## config.mk

```make
export PLATFORM = sky130hd
export DESIGN_NAME = conv_guard
export DESIGN_NICKNAME = d
export VERILOG_FILES = /design/src/rtl/conv_guard_pkg.sv /design/src/rtl/conv_guard_sync.sv /design/src/rtl/conv_guard_fsm.sv /design/src/rtl/conv_guard_outdec.sv /design/src/rtl/conv_guard.sv
export SDC_FILE = /design/constraint.sdc
export NUM_CORES = 1
export LEC_CHECK = 0
export BUFFER_PORTS_ARGS = -buffer_cell sky130_fd_sc_hd__buf_2
export CAP_MARGIN = 20
export CELL_PAD_IN_SITES_DETAIL_PLACEMENT = 0
export CELL_PAD_IN_SITES_GLOBAL_PLACEMENT = 1
export CORE_AREA = 8 8 45 47
export DETAILED_ROUTE_END_ITERATION = 10
export DIE_AREA = 0 0 53 55
export GPL_TIMING_DRIVEN = 0
export PLACE_DENSITY_LB_ADDON = 0.05
export SLEW_MARGIN = 5
export SYNTH_ARGS = -nofsm -noshare
export SYNTH_HDL_FRONTEND = slang
export SYNTH_SLANG_ARGS = --single-unit
```

## constraint.sdc

```tcl
create_clock -name clk_i -period 1.3 [get_ports clk_i]
set_input_delay 0.26 -clock clk_i [delete_from_list [all_inputs] [get_ports clk_i]]
set_output_delay 0.26 -clock clk_i [all_outputs]
set_load 0.01 [all_outputs]
```

## src/rtl/conv_guard_pkg.sv

```systemverilog
package conv_guard_pkg;
  typedef enum logic [2:0] {
    ST_POR_WAIT = 3'd0,
    ST_OFF      = 3'd1,
    ST_SOFT     = 3'd2,
    ST_RUN      = 3'd3,
    ST_LATCHED  = 3'd4
  } guard_state_e;
endpackage

```

## src/rtl/conv_guard_sync.sv

```systemverilog
module conv_guard_sync #(
  parameter int STAGES = 2
) (
  input  logic clk_i,
  input  logic rst_ni,
  input  logic d_i,
  output logic q_o
);
  logic [STAGES-1:0] chain_q;

  for (genvar i = 0; i < STAGES; i++) begin : g_stage
    if (i == 0) begin : g_first
      always_ff @(posedge clk_i or negedge rst_ni)
        if (!rst_ni) chain_q[0] <= 1'b0;
        else         chain_q[0] <= d_i;
    end else begin : g_rest
      always_ff @(posedge clk_i or negedge rst_ni)
        if (!rst_ni) chain_q[i] <= 1'b0;
        else         chain_q[i] <= chain_q[i-1];
    end
  end

  assign q_o = chain_q[STAGES-1];
endmodule

```

## src/rtl/conv_guard_fsm.sv

```systemverilog
module conv_guard_fsm
  import conv_guard_pkg::*;
(
  input  logic         clk_i,
  input  logic         rst_ni,
  input  logic         sd_sync_i,
  input  logic         supply_ok_i,
  input  logic         on_i,
  input  logic         peak_fault_i,
  input  logic         ss_done_i,
  output guard_state_e state_o,
  output logic         restart_o
);
  guard_state_e state_q, state_d;
  logic         restart_q, restart_d;
  logic         active;

  assign active = (state_q == ST_SOFT) || (state_q == ST_RUN);

  always_comb begin
    state_d   = state_q;
    restart_d = 1'b0;
    if (sd_sync_i || state_q == ST_LATCHED) begin
      state_d = ST_LATCHED;           // latch dominates everything
    end else if (!supply_ok_i) begin
      state_d = ST_POR_WAIT;
    end else if (!on_i) begin
      state_d = ST_OFF;
    end else if (active && peak_fault_i) begin
      state_d   = ST_SOFT;
      restart_d = 1'b1;
    end else begin
      unique case (state_q)
        ST_POR_WAIT: state_d = ST_OFF;
        ST_OFF:      state_d = ST_SOFT;
        ST_SOFT:     if (ss_done_i && !restart_q) state_d = ST_RUN;
        default:     state_d = state_q;
      endcase
    end
  end

  always_ff @(posedge clk_i or negedge rst_ni) begin
    if (!rst_ni) begin
      state_q   <= ST_POR_WAIT;
      restart_q <= 1'b0;
    end else begin
      state_q   <= state_d;
      restart_q <= restart_d;
    end
  end

  assign state_o   = state_q;
  assign restart_o = restart_q;
endmodule

```

## src/rtl/conv_guard_outdec.sv

```systemverilog
module conv_guard_outdec
  import conv_guard_pkg::*;
(
  input  guard_state_e state_i,
  input  logic         restart_i,
  output logic         drive_en_o,
  output logic         sync_en_o,
  output logic         low_power_o,
  output logic         ss_reset_o
);
  logic active;
  assign active      = (state_i == ST_SOFT) || (state_i == ST_RUN);
  assign drive_en_o  = active && !restart_i;
  assign sync_en_o   = (state_i == ST_RUN);
  assign low_power_o = (state_i == ST_LATCHED);
  assign ss_reset_o  = !active || restart_i;
endmodule

```

## src/rtl/conv_guard.sv

```systemverilog
module conv_guard
  import conv_guard_pkg::*;
#(
  parameter int SD_SYNC_STAGES = 2
) (
  input  logic clk_i,
  input  logic rst_ni,
  input  logic supply_ok_i,
  input  logic latch_sd_i,
  input  logic on_i,
  input  logic peak_fault_i,
  input  logic ss_done_i,
  output logic drive_en_o,
  output logic sync_en_o,
  output logic low_power_o,
  output logic ss_reset_o
);
  logic         sd_sync;
  guard_state_e state;
  logic         restart;

  conv_guard_sync #(.STAGES(SD_SYNC_STAGES)) u_sd_sync (
    .clk_i (clk_i),
    .rst_ni(rst_ni),
    .d_i   (latch_sd_i),
    .q_o   (sd_sync)
  );

  conv_guard_fsm u_fsm (
    .clk_i       (clk_i),
    .rst_ni      (rst_ni),
    .sd_sync_i   (sd_sync),
    .supply_ok_i (supply_ok_i),
    .on_i        (on_i),
    .peak_fault_i(peak_fault_i),
    .ss_done_i   (ss_done_i),
    .state_o     (state),
    .restart_o   (restart)
  );

  conv_guard_outdec u_dec (
    .state_i    (state),
    .restart_i  (restart),
    .drive_en_o (drive_en_o),
    .sync_en_o  (sync_en_o),
    .low_power_o(low_power_o),
    .ss_reset_o (ss_reset_o)
  );
endmodule

```

==> impl_metrics.ini <==
[worst_setup_path]
reg2reg_depth = 3
endpoint = sync_en_o
crit_start = u_fsm.state_o[2]
cp_cell_sequence = inv_2, and3_1, buf_2
crit_buf_inv = 2
crit-reg2reg-capture = u_fsm.state_o[0]
endpoint_kind = output port
r2r_start = u_fsm.restart_o
crit_type = flip-flop to output port
cp_max_fo = 5
r2r_slack_ps = 70
cp_slowest_cell = dfrtp_1
cp.depth = 3
worstSetupStartpointType = flip-flop
crit_arrival_ps = 1030
cp.required_ps = 1040
critical_path.max_stage_delay_ps = 400
cp_top_family = flip-flops

[logic_synthesis]
netlist_top_cells_count = dfrtp_1, inv_1, nor3_1
yosys-top-cells-area = dfrtp_1, nor3_1, inv_1, nand3_1, o21ai_0
async_flop_share_pct = 100
synth-seq-cells = 6
yosys.area.top_type = dfrtp_1
synth-edff-count = 0
ys.flop_type = dfrtp_1
synth_nets = 34
avgSynthCellArea_um2 = 9.96
yosys.cell_types.count = 16
yosysTopAreaCellShare_pct = 55.8
synth_seq_area_share_pct = 55.8
syn_inst = 27
synth-warning-count = 0
synthMostInstantiatedCell = dfrtp_1
netlist_area_um2 = 269

[global_routing]
grt_pass1_wl_um = 1010
grt_use_total_pct = 5.10
first_global_vias = 238
overflow = 0
grt_max_degree = 10
antenna_found_initial = 0

[finish]
fin_area_um2 = 407
finalNonFillerCells = 58
area_delta_synth_final_pct = 51.2
layout.nets = 51
utilization_pct = 29.4
diodes = 0
drive_gt1_share_pct = 50.0

[timing]
fmax_mhz = 777
slew_violations = 0
fin_crit_sh_pct = 99.0
slew_headroom_pct = 85.6
rsz0062_at_grt = true
final-setup-viol-count = 0
fin_skew_ps = 1.65
hold_violations = 0
tightest_slew_ps = 215
period_needed_ps = 1290

[floorplanning]
start_util_pct = 19.4
coreArea_um2 = 1380
rows = 14
dieHeight_um = 55
die_x_um = 53
die_area_um2 = 2920
ios = 11

[drt]
routed_wl_um = 657
drcViolationCount = 0
drt-initial-drc-count = 4
antenna_left = 0
first_pass_iters = 2
wl_per_cell_um = 11.3
vias_per_cell = 4.07
num_vias = 236

[cts]
clkSinkCount = 6
clk_path_buf_depth = 2
cts_buffers = 3
cts_tree = yes
clk_latency_ps = 240
clk_pin_slew_ps = 40
htree_num_levels = 1
root_buffer = clkbuf_4

[placement]
dp_hpwl_um = 523
finalWeightedCongestion = 0.665
dp_cells = 53
placed_cell_area_um2 = 339
portBuffers = 10

[power_and_ir_drop]
power.density_nw_per_um2 = 927
vdd_ir_drop_max_v = 0.000280
p_leak_nw = 0.196
power_uw = 377

[flow_run]
drv_cap = 0

[outcome]
outcome = completed

[min_path]
hp-class = primary input to flip-flop
worst reg2reg max path: cells and delay by family (launching register included):
family | cells | cell delay (ps)
flops | 1 | 360
simple gates | 1 | 350
compound gates | 2 | 440
how the worst min path moves through the flow:
stage / slack (ps) / cells past startpoint / endpoint / start
finish: 130 / 1 / u_sd_sync.chain_q[0] / latch_sd_i
detailed placement: 90 / 1 / u_sd_sync.chain_q[0] / rst_ni
global placement: 90 / 1 / u_sd_sync.chain_q[0] / rst_ni
global route: 120 / 1 / u_sd_sync.chain_q[0] / latch_sd_i
CTS: 120 / 1 / u_sd_sync.chain_q[0] / latch_sd_i
floorplan: -40 / 0 / u_fsm.restart_o / rst_ni
final cells by class:
cell class                 instances  area (um^2)
fill                             150          977
sequential                         6          151
multi-input combinational         17          114
timing repair buffer              13         87.6
clock buffer                       3         22.5
tap                               16         20.0
inverter                           3         11.3
where the power goes:
group / switching, mW / leakage (nW) / internal [mW]
clock network: 0.0599 / 0.0138 / 0.104
logic: 0.00898 / 0.110 / 0.0115
registers: 0.00200 / 0.0723 / 0.191
through the flow:
step	hold WS (ps)	worst slack, ps	TNS [ps]
floorplan	-35.6	142	0
global placement	86.8	27.2	0
detailed placement	92.8	36.9	0
CTS	115	3.04	0
global route	117	-56.6	-142
finish	128	12.5	0
logic make-up (layout without fill, tap and decap cells):
family | count (synthesis) | after routing | synth area share, %
AND/OR/NAND/NOR | 10 | 10 | 21.9
buffers and inverters | 4 | 19 | 5.58
flip-flops | 6 | 6 | 55.8
AO/OA/AOI/OAI | 7 | 7 | 16.7
state kept, by name, indices dropped and copies added (netlist names):
register           cells
u_sd_sync.chain_q      1
u_fsm.restart_o        1
u_fsm.state_o          3
u_sd_sync.q_o          1
cell usage in the layout (no fill, tap or decap), types with 2 or more instances in the layout:
master	instances
nor3_1	2
o21ai_0	2
clkbuf_4	3
buf_6	2
buf_4	2
dfrtp_1	5
inv_2	2
buf_2	8
what timing repair did:
action | in CTS | in global routing
buffers inserted | 0 | 2
endpoints found under the setup margin | 4 | 4
resized for setup | 3 | 4
pin swaps | 0 | 1
endpoints found under the hold margin | 6 | 0
hold buffers | 1 | 0
routing by layer:
| layer | GRT usage, % | vias up | wire [um] |
|---|---|---|---|
| li1 | - | 126 | - |
| met2 | 7.42 | 9 | 287 |
| met3 | 3.74 | 0 | 71 |
| met4 | 5.17 | 0 | 0 |
| met1 | 4.45 | 101 | 298 |
| met5 | 0 | - | 0 |
Power figures use the tool's default switching activity.
